`src/rtl/chq_pkg.sv`:
```
package chq_pkg;

    localparam int REG_AW = 8;

    localparam logic [REG_AW-1:0] A_SQ_LO   = 8'h00;
    localparam logic [REG_AW-1:0] A_SQ_HI   = 8'h04;
    localparam logic [REG_AW-1:0] A_SQ_SIZE = 8'h08;
    localparam logic [REG_AW-1:0] A_SQ_TAIL = 8'h0C;
    localparam logic [REG_AW-1:0] A_CQ_LO   = 8'h10;
    localparam logic [REG_AW-1:0] A_CQ_HI   = 8'h14;
    localparam logic [REG_AW-1:0] A_CQ_SIZE = 8'h18;
    localparam logic [REG_AW-1:0] A_CQ_HEAD = 8'h1C;
    localparam logic [REG_AW-1:0] A_RUNCTL  = 8'h20;
    localparam logic [REG_AW-1:0] A_RSTCTL  = 8'h24;
    localparam logic [REG_AW-1:0] A_STATE   = 8'h30;
    localparam logic [REG_AW-1:0] A_INT_STS = 8'h40;
    localparam logic [REG_AW-1:0] A_INT_MSK = 8'h44;

    localparam int RUN_EN_BIT    = 0;
    localparam int RUN_PAUSE_BIT = 4;
    localparam int RST_BIT       = 0;

    localparam int SRC_DONE = 0;
    localparam int SRC_ERR  = 1;

    typedef enum logic [3:0] {
        ST_IDLE  = 4'd0,
        ST_RUN   = 4'd1,
        ST_CMPL  = 4'd2,
        ST_PAUSE = 4'd3,
        ST_HALT  = 4'd4,
        ST_ABORT = 4'd5,
        ST_WAIT  = 4'd6,
        ST_FLUSH = 4'd7
    } chq_state_e;

endpackage

```
`src/rtl/chq_regs.sv`:
```
module chq_regs
    import chq_pkg::*;
#(
    parameter int PTR_W = 16
) (
    input  logic              clk,
    input  logic              rst_n,
    input  logic              wr_en,
    input  logic [REG_AW-1:0] addr,
    input  logic [31:0]       wdata,
    output logic [63:0]       sq_base,
    output logic [63:0]       cq_base,
    output logic [PTR_W-1:0]  sq_size,
    output logic [PTR_W-1:0]  cq_size,
    output logic [PTR_W-1:0]  sq_tail,
    output logic [PTR_W-1:0]  cq_head,
    output logic              q_en,
    output logic              q_pause,
    output logic              q_rst
);

    logic rst_hit;
    assign rst_hit = wr_en && (addr == A_RSTCTL) && wdata[RST_BIT];

    always_ff @(posedge clk or negedge rst_n) begin
        if (!rst_n) begin
            sq_base <= '0;
            cq_base <= '0;
            sq_size <= '0;
            cq_size <= '0;
            sq_tail <= '0;
            cq_head <= '0;
            q_en    <= 1'b0;
            q_pause <= 1'b0;
            q_rst   <= 1'b0;
        end else begin
            q_rst <= rst_hit;
            if (wr_en) begin
                case (addr)
                    A_SQ_LO:   sq_base[31:0]  <= wdata;
                    A_SQ_HI:   sq_base[63:32] <= wdata;
                    A_SQ_SIZE: sq_size        <= wdata[PTR_W-1:0];
                    A_SQ_TAIL: sq_tail        <= wdata[PTR_W-1:0];
                    A_CQ_LO:   cq_base[31:0]  <= wdata;
                    A_CQ_HI:   cq_base[63:32] <= wdata;
                    A_CQ_SIZE: cq_size        <= wdata[PTR_W-1:0];
                    A_CQ_HEAD: cq_head        <= wdata[PTR_W-1:0];
                    A_RUNCTL: begin
                        q_en    <= wdata[RUN_EN_BIT];
                        q_pause <= wdata[RUN_PAUSE_BIT];
                    end
                    default: ;
                endcase
            end
            if (q_rst) begin
                sq_tail <= '0;
                cq_head <= '0;
            end
        end
    end


    rst_pulse_chk: assert property (@(posedge clk) disable iff (!rst_n)
        (q_rst && !rst_hit) |=> !q_rst);


    rst_zero_ptr_chk: assert property (@(posedge clk) disable iff (!rst_n)
        q_rst |=> (sq_tail == '0 && cq_head == '0));

endmodule

```
`src/rtl/chq_fsm.sv`:
```
module chq_fsm
    import chq_pkg::*;
#(
    parameter int PTR_W = 16
) (
    input  logic             clk,
    input  logic             rst_n,
    input  logic             q_en,
    input  logic             q_pause,
    input  logic             q_rst,
    input  logic [PTR_W-1:0] sq_size,
    input  logic [PTR_W-1:0] cq_size,
    input  logic [PTR_W-1:0] sq_tail,
    input  logic [PTR_W-1:0] cq_head,
    input  logic             eng_busy,
    input  logic             eng_done,
    input  logic             eng_err,
    output chq_state_e       state,
    output logic             eng_start,
    output logic [PTR_W-1:0] eng_slot,
    output logic [PTR_W-1:0] cq_slot,
    output logic             evt_done,
    output logic             evt_err
);

    function automatic logic [PTR_W-1:0] ring_step(input logic [PTR_W-1:0] p,
                                                   input logic [PTR_W-1:0] last);
        return (p == last) ? '0 : p + 1'b1;
    endfunction

    chq_state_e       state_q, state_nx;
    logic [PTR_W-1:0] launch_ptr;
    logic [PTR_W-1:0] fill_ptr;
    logic             start_q;
    logic [PTR_W-1:0] slot_q;
    logic             pending, cq_full, go, launch;

    assign pending = (launch_ptr != sq_tail);
    assign cq_full = (ring_step(fill_ptr, cq_size) == cq_head);
    assign go      = q_en && !q_pause && pending && !eng_busy && !cq_full;

    // next-state process
    always_comb begin
        state_nx = state_q;
        if (q_rst) begin
            state_nx = ST_FLUSH;
        end else begin
            unique case (state_q)
                ST_FLUSH: state_nx = ST_IDLE;
                ST_IDLE, ST_CMPL, ST_WAIT: begin
                    if (!q_en)        state_nx = ST_HALT;
                    else if (q_pause) state_nx = ST_PAUSE;
                    else if (go)      state_nx = ST_RUN;
                    else if (pending) state_nx = ST_WAIT;
                    else              state_nx = ST_IDLE;
                end
                ST_RUN: begin
                    if (eng_done) state_nx = eng_err ? ST_ABORT : ST_CMPL;
                end
                ST_PAUSE: begin
                    if (!q_en)         state_nx = ST_HALT;
                    else if (!q_pause) state_nx = ST_IDLE;
                end
                ST_HALT: begin
                    if (q_en) state_nx = q_pause ? ST_PAUSE : ST_IDLE;
                end
                ST_ABORT: state_nx = ST_ABORT;
                default:  state_nx = ST_IDLE;
            endcase
        end
    end

    // state register
    always_ff @(posedge clk or negedge rst_n) begin
        if (!rst_n) state_q <= ST_HALT;
        else        state_q <= state_nx;
    end

    // output and pointer process
    always_comb begin
        launch   = (state_nx == ST_RUN) && (state_q != ST_RUN);
        evt_done = (state_q == ST_RUN) && eng_done && !eng_err && !q_rst;
        evt_err  = (state_q == ST_RUN) && eng_done && eng_err && !q_rst;
    end

    always_ff @(posedge clk or negedge rst_n) begin
        if (!rst_n) begin
            launch_ptr <= '0;
            fill_ptr   <= '0;
            start_q    <= 1'b0;
            slot_q     <= '0;
        end else if (q_rst) begin
            launch_ptr <= '0;
            fill_ptr   <= '0;
            start_q    <= 1'b0;
            slot_q     <= '0;
        end else begin
            start_q <= launch;
            if (launch) begin
                slot_q     <= launch_ptr;
                launch_ptr <= ring_step(launch_ptr, sq_size);
            end
            if (evt_done) fill_ptr <= ring_step(fill_ptr, cq_size);
        end
    end

    assign state     = state_q;
    assign eng_start = start_q;
    assign eng_slot  = slot_q;
    assign cq_slot   = fill_ptr;


    start_in_run_chk: assert property (@(posedge clk) disable iff (!rst_n)
        eng_start |-> (state_q == ST_RUN));


    cmpl_single_chk: assert property (@(posedge clk) disable iff (!rst_n)
        (state_q == ST_CMPL) |=> (state_q != ST_CMPL));


    pause_no_start_chk: assert property (@(posedge clk) disable iff (!rst_n)
        (q_pause && state_q != ST_RUN) |=> !eng_start);


    abort_hold_chk: assert property (@(posedge clk) disable iff (!rst_n)
        (state_q == ST_ABORT && !q_rst) |=> (state_q == ST_ABORT));


    flush_next_chk: assert property (@(posedge clk) disable iff (!rst_n)
        q_rst |=> (state_q == ST_FLUSH && !eng_start));

endmodule

```
`src/rtl/chq_irq.sv`:
```
module chq_irq #(
    parameter int IRQ_W = 13
) (
    input  logic             clk,
    input  logic             rst_n,
    input  logic             clr_en,
    input  logic             mask_wr,
    input  logic [IRQ_W-1:0] wdata,
    input  logic [IRQ_W-1:0] set_vec,
    output logic [IRQ_W-1:0] sts,
    output logic [IRQ_W-1:0] mask,
    output logic             irq
);

    logic [IRQ_W-1:0] clr_vec;
    assign clr_vec = clr_en ? wdata : '0;

    always_ff @(posedge clk or negedge rst_n) begin
        if (!rst_n) begin
            sts  <= '0;
            mask <= '1;
        end else begin
            sts <= (sts & ~clr_vec) | set_vec;
            if (mask_wr) mask <= wdata;
        end
    end

    assign irq = |(sts & ~mask);


    w1c_all_chk: assert property (@(posedge clk) disable iff (!rst_n)
        (clr_en && (&wdata) && set_vec == '0) |=> (sts == '0));


    set_wins_chk: assert property (@(posedge clk) disable iff (!rst_n)
        (clr_en && set_vec != '0) |=> ((sts & $past(set_vec)) == $past(set_vec)));

endmodule

```
`src/rtl/chq_ctrl.sv`:
```
module chq_ctrl
    import chq_pkg::*;
#(
    parameter int PTR_W = 16,
    parameter int IRQ_W = 13
) (
    input  logic              clk,
    input  logic              rst_n,
    input  logic              reg_wr,
    input  logic [REG_AW-1:0] reg_addr,
    input  logic [31:0]       reg_wdata,
    output logic [31:0]       reg_rdata,
    output logic [63:0]       sq_base_addr,
    output logic [63:0]       cq_base_addr,
    output logic              eng_start,
    output logic [PTR_W-1:0]  eng_slot,
    output logic [PTR_W-1:0]  cq_slot,
    input  logic              eng_busy,
    input  logic              eng_done,
    input  logic              eng_err,
    input  logic [IRQ_W-1:0]  eng_event,
    output logic              irq
);

    logic [PTR_W-1:0] sq_size, cq_size, sq_tail, cq_head;
    logic             q_en, q_pause, q_rst;
    chq_state_e       state;
    logic             evt_done, evt_err;
    logic [IRQ_W-1:0] sts, mask, set_vec;

    chq_regs #(.PTR_W(PTR_W)) u_regs (
        .clk     (clk),
        .rst_n   (rst_n),
        .wr_en   (reg_wr),
        .addr    (reg_addr),
        .wdata   (reg_wdata),
        .sq_base (sq_base_addr),
        .cq_base (cq_base_addr),
        .sq_size (sq_size),
        .cq_size (cq_size),
        .sq_tail (sq_tail),
        .cq_head (cq_head),
        .q_en    (q_en),
        .q_pause (q_pause),
        .q_rst   (q_rst)
    );

    chq_fsm #(.PTR_W(PTR_W)) u_fsm (
        .clk      (clk),
        .rst_n    (rst_n),
        .q_en     (q_en),
        .q_pause  (q_pause),
        .q_rst    (q_rst),
        .sq_size  (sq_size),
        .cq_size  (cq_size),
        .sq_tail  (sq_tail),
        .cq_head  (cq_head),
        .eng_busy (eng_busy),
        .eng_done (eng_done),
        .eng_err  (eng_err),
        .state    (state),
        .eng_start(eng_start),
        .eng_slot (eng_slot),
        .cq_slot  (cq_slot),
        .evt_done (evt_done),
        .evt_err  (evt_err)
    );

    always_comb begin
        set_vec           = eng_event;
        set_vec[SRC_DONE] = eng_event[SRC_DONE] | evt_done;
        set_vec[SRC_ERR]  = eng_event[SRC_ERR]  | evt_err;
    end

    chq_irq #(.IRQ_W(IRQ_W)) u_irq (
        .clk     (clk),
        .rst_n   (rst_n),
        .clr_en  (reg_wr && reg_addr == A_INT_STS),
        .mask_wr (reg_wr && reg_addr == A_INT_MSK),
        .wdata   (reg_wdata[IRQ_W-1:0]),
        .set_vec (set_vec),
        .sts     (sts),
        .mask    (mask),
        .irq     (irq)
    );

    always_comb begin
        reg_rdata = '0;
        case (reg_addr)
            A_SQ_LO:   reg_rdata = sq_base_addr[31:0];
            A_SQ_HI:   reg_rdata = sq_base_addr[63:32];
            A_SQ_SIZE: reg_rdata = 32'(sq_size);
            A_SQ_TAIL: reg_rdata = 32'(sq_tail);
            A_CQ_LO:   reg_rdata = cq_base_addr[31:0];
            A_CQ_HI:   reg_rdata = cq_base_addr[63:32];
            A_CQ_SIZE: reg_rdata = 32'(cq_size);
            A_CQ_HEAD: reg_rdata = 32'(cq_head);
            A_RUNCTL: begin
                reg_rdata[RUN_EN_BIT]    = q_en;
                reg_rdata[RUN_PAUSE_BIT] = q_pause;
            end
            A_RSTCTL:  reg_rdata[RST_BIT] = q_rst;
            A_STATE:   reg_rdata = 32'(state);
            A_INT_STS: reg_rdata = 32'(sts);
            A_INT_MSK: reg_rdata = 32'(mask);
            default:   reg_rdata = '0;
        endcase
    end

endmodule

```
`config.mk`:
```
export PLATFORM = sky130hd
export DESIGN_NAME = chq_ctrl
export DESIGN_NICKNAME = d
export VERILOG_FILES = /design/src/rtl/chq_pkg.sv /design/src/rtl/chq_regs.sv /design/src/rtl/chq_fsm.sv /design/src/rtl/chq_irq.sv /design/src/rtl/chq_ctrl.sv
export SDC_FILE = /design/constraint.sdc
export NUM_CORES = 1
export LEC_CHECK = 0
export ABC_CLOCK_PERIOD_IN_PS = 8950
export CAP_MARGIN = 20
export CORE_ASPECT_RATIO = 1.2
export CORE_MARGIN = 5
export CORE_UTILIZATION = 61
export DETAILED_ROUTE_END_ITERATION = 12
export DONT_BUFFER_PORTS = 1
export PLACE_DENSITY = 0.77
export SLEW_MARGIN = 0
export SYNTH_ARGS = -nofsm -noshare
export SYNTH_HDL_FRONTEND = slang
export SYNTH_SLANG_ARGS = --single-unit
```
`constraint.sdc`:
```
create_clock -name clk -period 8.95 [get_ports clk]
set_input_delay 0.895 -clock clk [delete_from_list [all_inputs] [get_ports clk]]
set_output_delay 0.895 -clock clk [all_outputs]
set_load 0.02 [all_outputs]
```
==> impl_metrics.tcl, run 1 <==
set metrics [dict create \
    totalNegativeSetupSlack_ns 0 \
    worst_clock_skew_ns 0.00797 \
    post_synth_num_cell_types 75 \
    placed_cells_incl_taps 1468 \
    layout.nets 1279 \
    rows 60 \
    pwr_dens_nw_per_um2 180 \
    antenna_viol_nets_final 0 \
    critical_r2r_launch "u_fsm.cq_slot[0]" \
    fp.coreArea_um2 22400 \
    worst_setup_path_start_kind "flip-flop" \
    critical_path.endpoint_type "flip-flop" \
    die-width_um 148 \
    ys_seq_elements 274 \
    synth_top_cells_by_area "sky130_fd_sc_hd__dfrtp_1 (47%), sky130_fd_sc_hd__mux2_2 (15%), sky130_fd_sc_hd__a22oi_1 (3.9%)" \
    drc 0 \
    wl_per_cell_um 28.0 \
    worst_min_delay_path_class "in -> async" \
    synth_sequential_area_ratio 0.494 \
    detail_route.vias_per_cell 7.00 \
    tritoncts "built" \
    post-synth-top-area-cell "sky130_fd_sc_hd__dfrtp_1" \
    run_status "complete, no violations" \
    area.growth.synth_to_final_pct 6.09 \
    routed_wl_um 42500 \
    synth_area_um2 13900 \
    synth_cells 1284 \
    synth.net_count 1345 \
    timing_worst_setup_path_type "reg -> reg" \
    fmaxAchievable_mhz 241 \
    ff2ff_path_depth 9 \
    setup_viol_count_final 0 \
    leakagePower_nw 6.69 \
    grt_first_pass_wirelength_um 65100 \
    cts-root-to-sink-buffers 3 \
    cts_resized 0 \
    commonest_non_fill_non_tap_cell_in_the_layout "sky130_fd_sc_hd__dfrtp_1" \
    synthFlopType "sky130_fd_sc_hd__dfrtp_1" \
    fin_cells 1516 \
    cts_made_buffers 27 \
    clkSlewWorstSetupHoldPaths_ns 0.06 \
    cts.sinks 274 \
    post_synth_edffs 0 \
    asyncSetResetFlopFracSynth 1.00 \
    drt_pre_antenna_iters 6 \
    diodes_inserted 0 \
    min_period_over_period 0.464 \
    holdBufCountCts 0 \
    unrepaired_setup_endpoints_after_global_routing "no" \
    filler_cell_count 1734 \
    track_usage 0.320 \
    portBuffers 0 \
    rr_endpoint "u_fsm.eng_slot[12]" \
    h-tree-depth 1 \
    netlist.area_leader.share 0.467 \
    synthesis.area_per_instance_um2 10.8 \
    layout_common_cells "sky130_fd_sc_hd__dfrtp_1 (259), sky130_fd_sc_hd__mux2_2 (184), sky130_fd_sc_hd__nand2_1 (136)" \
    die_area_um2 26000 \
    vdd_ir_drop_max_v 0.000176 \
    top_level_ports 253 \
    gr-total-overflow 0 \
    initial_utilization 0.620 \
    post_cts.repair.setup_buffers 0 \
    dr.first_iter.drc_count 980 \
    cp_max_fo 29 \
    cts_root_buf "sky130_fd_sc_hd__clkbuf_16" \
    slew_viol_final 0 \
    die_height_um 175 \
    via_count_of_the_first_global_routing_pass 10700 \
    layout-drive-gt1-share 0.226 \
    dp_hpwl_um 29100 \
    synthesis.yosys.warnings 0 \
    timing.max_slew.rel_slack 0.267 \
    vias 10600 \
    gp_routability_congestion 1.00 \
    finalHoldViolations 0 \
    grt_antenna_before_repair 0 \
    worstSkewPairLatency_ns 0.54 \
    rrSetupSlack_ns 4.80 \
    finalPower_mw 2.65 \
    worst_ep_arrival_time_ns 4.57 \
    max_slew.worst_pin.slew_ns 1.10 \
    grt_start_max_net_pins 275 \
    cp_data_required_time_ns 9.36 \
    max_cap_violations 0 \
    final_period_minus_worst_setup_slack_ns 4.15 \
]
[state kept, by name, indices dropped and copies added (netlist names)]
signal            flops
u_regs.q_en           1
u_regs.cq_base       64
u_fsm.eng_slot       16
u_regs.q_pause        1
u_fsm.cq_slot        16
u_regs.q_rst          1
u_fsm.launch_ptr     16
u_irq.sts            13
u_regs.cq_size       16
u_regs.sq_base       64
u_regs.sq_size       16
u_fsm.eng_start       1
u_irq.mask           13
u_regs.sq_tail       16
u_fsm.state           4
u_regs.cq_head       16
[kinds of logic (layout without fill, tap and decap cells)]
family,after synthesis,after routing,share of synthesized area
AO/OA/AOI/OAI,261,261,0.132
XOR/XNOR,69,69,0.0434
adder cells (fa/ha/maj),2,2,0.00180
buffers and inverters,125,78,0.0404
flip-flops,274,274,0.494
multiplexers,194,194,0.157
other,1,1,0.000269
AND/OR/NAND/NOR,358,358,0.132
[power breakdown]
group / internal, mW / switching, mW / total [mW]
clock: 0.660 / 0.478 / 1.14
sequential: 1.29 / 0.110 / 1.40
combinational: 0.0655 / 0.0470 / 0.113
total: 2.02 / 0.634 / 2.65
[Yosys cell counts (3+ instances only)]
| cell type | n |
|---|---|
| sky130_fd_sc_hd__mux2i_1 | 4 |
| sky130_fd_sc_hd__nand4_1 | 22 |
| sky130_fd_sc_hd__nand2b_1 | 23 |
| sky130_fd_sc_hd__buf_4 | 8 |
| sky130_fd_sc_hd__mux2_2 | 184 |
| sky130_fd_sc_hd__buf_2 | 6 |
| sky130_fd_sc_hd__nor3_1 | 14 |
| sky130_fd_sc_hd__nor4_1 | 11 |
| sky130_fd_sc_hd__nand3b_1 | 4 |
| sky130_fd_sc_hd__buf_1 | 14 |
| sky130_fd_sc_hd__a222oi_1 | 8 |
| sky130_fd_sc_hd__xor2_1 | 21 |
| sky130_fd_sc_hd__o211ai_1 | 6 |
| sky130_fd_sc_hd__dfstp_2 | 14 |
| sky130_fd_sc_hd__nand2_1 | 140 |
| sky130_fd_sc_hd__nor4_2 | 3 |
| sky130_fd_sc_hd__a221oi_1 | 19 |
| sky130_fd_sc_hd__and4_1 | 3 |
| sky130_fd_sc_hd__o21ai_0 | 24 |
| sky130_fd_sc_hd__a21o_1 | 12 |
| sky130_fd_sc_hd__a31oi_1 | 3 |
| sky130_fd_sc_hd__a21oi_1 | 64 |
| sky130_fd_sc_hd__or2_2 | 4 |
| sky130_fd_sc_hd__inv_1 | 22 |
| sky130_fd_sc_hd__dfrtp_1 | 260 |
| sky130_fd_sc_hd__a31o_2 | 3 |
| sky130_fd_sc_hd__buf_6 | 3 |
| sky130_fd_sc_hd__clkbuf_1 | 68 |
| sky130_fd_sc_hd__a31o_1 | 8 |
| sky130_fd_sc_hd__mux2_1 | 6 |
| sky130_fd_sc_hd__and2_1 | 5 |
| sky130_fd_sc_hd__nand3_1 | 21 |
| sky130_fd_sc_hd__a22oi_1 | 72 |
| sky130_fd_sc_hd__a22o_1 | 17 |
| sky130_fd_sc_hd__and3_1 | 11 |
| sky130_fd_sc_hd__o22ai_1 | 4 |
| sky130_fd_sc_hd__xnor2_1 | 48 |
| sky130_fd_sc_hd__nor2b_1 | 17 |
| sky130_fd_sc_hd__nor3b_1 | 3 |
| sky130_fd_sc_hd__nor2_1 | 57 |
[critical path, cell delays in order, from the launching register on]
cell                       delay [ns]
sky130_fd_sc_hd__dfrtp_1         0.74
sky130_fd_sc_hd__xor2_1          0.17
sky130_fd_sc_hd__nor4_2          0.40
sky130_fd_sc_hd__and4_1          0.84
sky130_fd_sc_hd__o21ai_0         0.20
sky130_fd_sc_hd__a222oi_1        0.34
sky130_fd_sc_hd__nand4_1         0.26
sky130_fd_sc_hd__nor2_2          0.27
sky130_fd_sc_hd__or2_4           0.41
sky130_fd_sc_hd__mux2_2          0.38
[worst max path at each step]
stage | from | endpoint | cells after the start
floorplan | reg_addr[2] | reg_rdata[11] | 6
global placement | reg_addr[2] | reg_rdata[0] | 5
detailed placement | u_fsm.cq_slot[0] | u_fsm.eng_slot[12] | 9
CTS | u_fsm.cq_slot[0] | u_fsm.eng_slot[12] | 9
global route | u_fsm.cq_slot[5] | u_fsm.eng_slot[8] | 9
finish | u_fsm.cq_slot[0] | u_fsm.eng_slot[12] | 9
[metrics by stage]
| stage | util | setup slack (ns) | hold slack, ns | instance area (µm²) |
|---|---|---|---|---|
| final | 0.658 | 4.80 | 0.0576 | 14800 |
| after global routing | 0.658 | 4.58 | 0.0391 | 14800 |
| after CTS | 0.658 | 4.85 | 0.0543 | 14800 |
| after detailed placement | 0.619 | 4.88 | 0.495 | 13900 |
| after global placement | 0.618 | 4.93 | 0.489 | 13900 |
| after floorplan | - | 5.35 | 0.470 | 13900 |
[metal layers]
metal	track usage	part of all wire	up-vias
li1	-	-	4496
met1	0.392	0.35	5309
met2	0.517	0.47	669
met3	0.101	0.12	137
met4	0.153	0.058	0
met5	0	0	-
[final cells by class]
| type | instances | area (µm²) | area share |
|---|---|---|---|
| sequential | 274 | 6880 | 0.466 |
| tap | 279 | 349 | 0.0236 |
| clock inverter | 9 | 100 | 0.00678 |
| multi-input combinational | 885 | 6530 | 0.442 |
| inverter | 24 | 90.1 | 0.00610 |
| timing repair buffer | 6 | 42.5 | 0.00288 |
| clock buffer | 39 | 781 | 0.0529 |
Power figures use the tool's default switching activity.
==> inputs of run 2 (changes only) <==
- ABC_CLOCK_PERIOD_IN_PS: 8950 -> 3600
- CORE_UTILIZATION: 61 -> 58
- PLACE_DENSITY: 0.77 -> 0.76
- clock period: 8.95 -> 3.6 ns (I/O delays scaled with it)
==> run 2 against run 1 <==
Effect of this change:
- the flow now finishes with violations (negative hold slack)
- first-iteration DRC count rose by 24%
- worst hold slack got worse by 0.55 ns
- sequential cell count did not move
- combinational power rose to 3.4 times the previous value
- utilization rose by 1.1 points
- clock skew rose by 0.025 ns
- sequential share of layout area fell by 3.4 points
- total power rose to 2.6 times the previous value
- register-to-register slack got worse by 4.6 ns
- critical path type unchanged
- critical endpoint is now u_fsm.eng_slot[11]
- largest cell class unchanged
- highest routed layer is now met5
==> impl_metrics.tcl, run 2 (synthesis gave the netlist of run 1 again) <==
set metrics [dict create \
    run_status "complete, but fails checks" \
    failed_checks "negative hold slack" \
    gr-total-overflow 0 \
    totalNegativeSetupSlack_ns 0 \
    die_area_um2 27200 \
    filler_cell_count 1821 \
    vdd_ir_drop_max_v 0.000388 \
    path_cells "nand3_2 -> nor4_1 -> xnor2_1 -> or4bb_1 -> o211ai_1 -> a31oi_1 -> nor2_2 -> or2_4 -> mux2_2" \
    drc 0 \
    cts_root_buf "sky130_fd_sc_hd__clkbuf_16" \
    crit_path_top_delay_cell "sky130_fd_sc_hd__dfrtp_1" \
    leakagePower_nw 7.24 \
    worst_ep_arrival_time_ns 3.87 \
    cts-root-to-sink-buffers 3 \
    largestRegisters "u_regs.cq_base (64), u_regs.sq_base (64)" \
    grt_antenna_before_repair 2 \
    initial_utilization 0.584 \
    clkSlewWorstSetupHoldPaths_ns 0.06 \
    rows 62 \
    detail_route.vias_per_cell 6.68 \
    setup_viol_count_final 0 \
    commonest_non_fill_non_tap_cell_in_the_layout "sky130_fd_sc_hd__dfrtp_1" \
    final_period_minus_worst_setup_slack_ns 3.43 \
    worstSkewPairLatency_ns 0.56 \
    layout.area.seq_um2 6880 \
    final_util 0.668 \
    drt_pre_antenna_iters 9 \
    finalHoldViolations 274 \
    power.share.sequential 0.500 \
    min_period_over_period 0.953 \
    unrepaired_setup_endpoints_after_global_routing "no" \
    crit_family "simple AND/OR/NAND/NOR gates" \
    cp_max_fo 15 \
    cts_made_buffers 28 \
    track_usage 0.329 \
    slew_viol_final 0 \
    worst_min_delay_path_class "in -> async" \
    worst_slack_ns 0.170 \
    grt_start_max_net_pins 275 \
    power_switching_share 0.240 \
    worst_clock_skew_ns 0.0326 \
    vias 11200 \
    layout-drive-gt1-share 0.249 \
    place_worst_setup_slack_ns 0.104 \
    dr.first_iter.drc_count 1218 \
    timing.max_slew.rel_slack 0.369 \
    max_cap_violations 0 \
    layout.nets 1391 \
    footprint_of_the_multi_input_gates_um2 6530 \
    fmaxAchievable_mhz 292 \
    postPlaceCellArea_um2 14300 \
    antenna_viol_nets_final 0 \
    tritoncts "built" \
    cts.sinks 274 \
    cp_data_required_time_ns 4.04 \
    critical_path.endpoint_type "flip-flop" \
    post_route_cell_area_um2 15900 \
    pwr_dens_nw_per_um2 436 \
    gp_routability_congestion 0.938 \
    h-tree-depth 1 \
    finalPower_mw 6.94 \
    finalHoldWorstSlack_ns -0.496 \
    die-width_um 151 \
    holdBufCountCts 59 \
    crit_buf_inv 0 \
    dp_hpwl_um 30600 \
    wl_per_cell_um 26.9 \
    share_clk_of_total_power 0.444 \
    via_count_of_the_first_global_routing_pass 11300 \
    max_slew.worst_pin.slew_ns 0.944 \
    portBuffers 0 \
    timing_worst_setup_path_type "reg -> reg" \
    worst_setup_path_start_kind "flip-flop" \
    routed_wl_um 45100 \
    power.share.combinational 0.055 \
    placed_cells_incl_taps 1560 \
    fin_cells 1674 \
    critPathMaxStageDelay_ns 0.58 \
    fp.coreArea_um2 23800 \
    switchingPower_mw 1.67 \
    layout_common_cells "sky130_fd_sc_hd__dfrtp_1 (259), sky130_fd_sc_hd__mux2_2 (184), sky130_fd_sc_hd__nand2_1 (137)" \
    grt_first_pass_wirelength_um 69400 \
    die_height_um 180 \
    power_report.internal_total_mw 5.27 \
    area.growth.synth_to_final_pct 14.4 \
    top_level_ports 253 \
]
run 2: repair_timing:
action	CTS	global route
endpoints found under the setup margin	0	15
endpoints found under the hold margin	496	274
buffers inserted	0	0
resized for setup	0	0
run 2: cell type report:
cell class / count / share of cell area
Sequential cell: 274 / 0.432
Multi-Input combinational cell: 886 / 0.410
Timing Repair Buffer: 116 / 0.0640
Clock buffer: 41 / 0.0534
Tap cell: 320 / 0.0252
Clock inverter: 11 / 0.00935
Inverter: 24 / 0.00566
Antenna cell: 2 / 0.000314
run 2: path summary, 6_finish.rpt:
| kind | from | endpoint | slack (ns) | depth (start not counted) |
|---|---|---|---|---|
| max | u_fsm.cq_slot[4] | u_fsm.eng_slot[11] | 0.17 | 9 |
| min | rst_n | u_regs.cq_base[23] | -0.50 | 0 |
| max reg2reg | u_fsm.cq_slot[4] | u_fsm.eng_slot[11] | 0.17 | 9 |
| min reg2reg | u_irq.sts[1] | u_irq.sts[1] | 0.56 | 1 |
| max in group asynchronous | rst_n | u_irq.mask[12] | 3.79 | 0 |
| min in group clk | reg_wdata[1] | u_irq.sts[1] | 0.03 | 2 |
run 2: power groups by stage:
| stage | sequential (mW) | clock, mW | combinational (mW) |
|---|---|---|---|
| 6_report | 3.47 | 3.08 | 0.384 |
| 5_1_grt | 3.48 | 3.25 | 0.418 |
| 3_3_place_gp | 3.51 | 0 | 0.286 |
| 3_5_place_dp | 3.52 | 0 | 0.298 |
| 4_1_cts | 3.46 | 3.11 | 0.381 |
| 2_1_floorplan | 3.46 | 0 | 0.259 |
run 2: metal layers:
layer | vias up | global-route usage | routed length [µm]
li1 | 4729 | - | -
met1 | 5535 | 0.414 | 15800
met2 | 752 | 0.518 | 21300
met3 | 159 | 0.0937 | 5190
met4 | 2 | 0.167 | 2810
met5 | - | 0 | 13
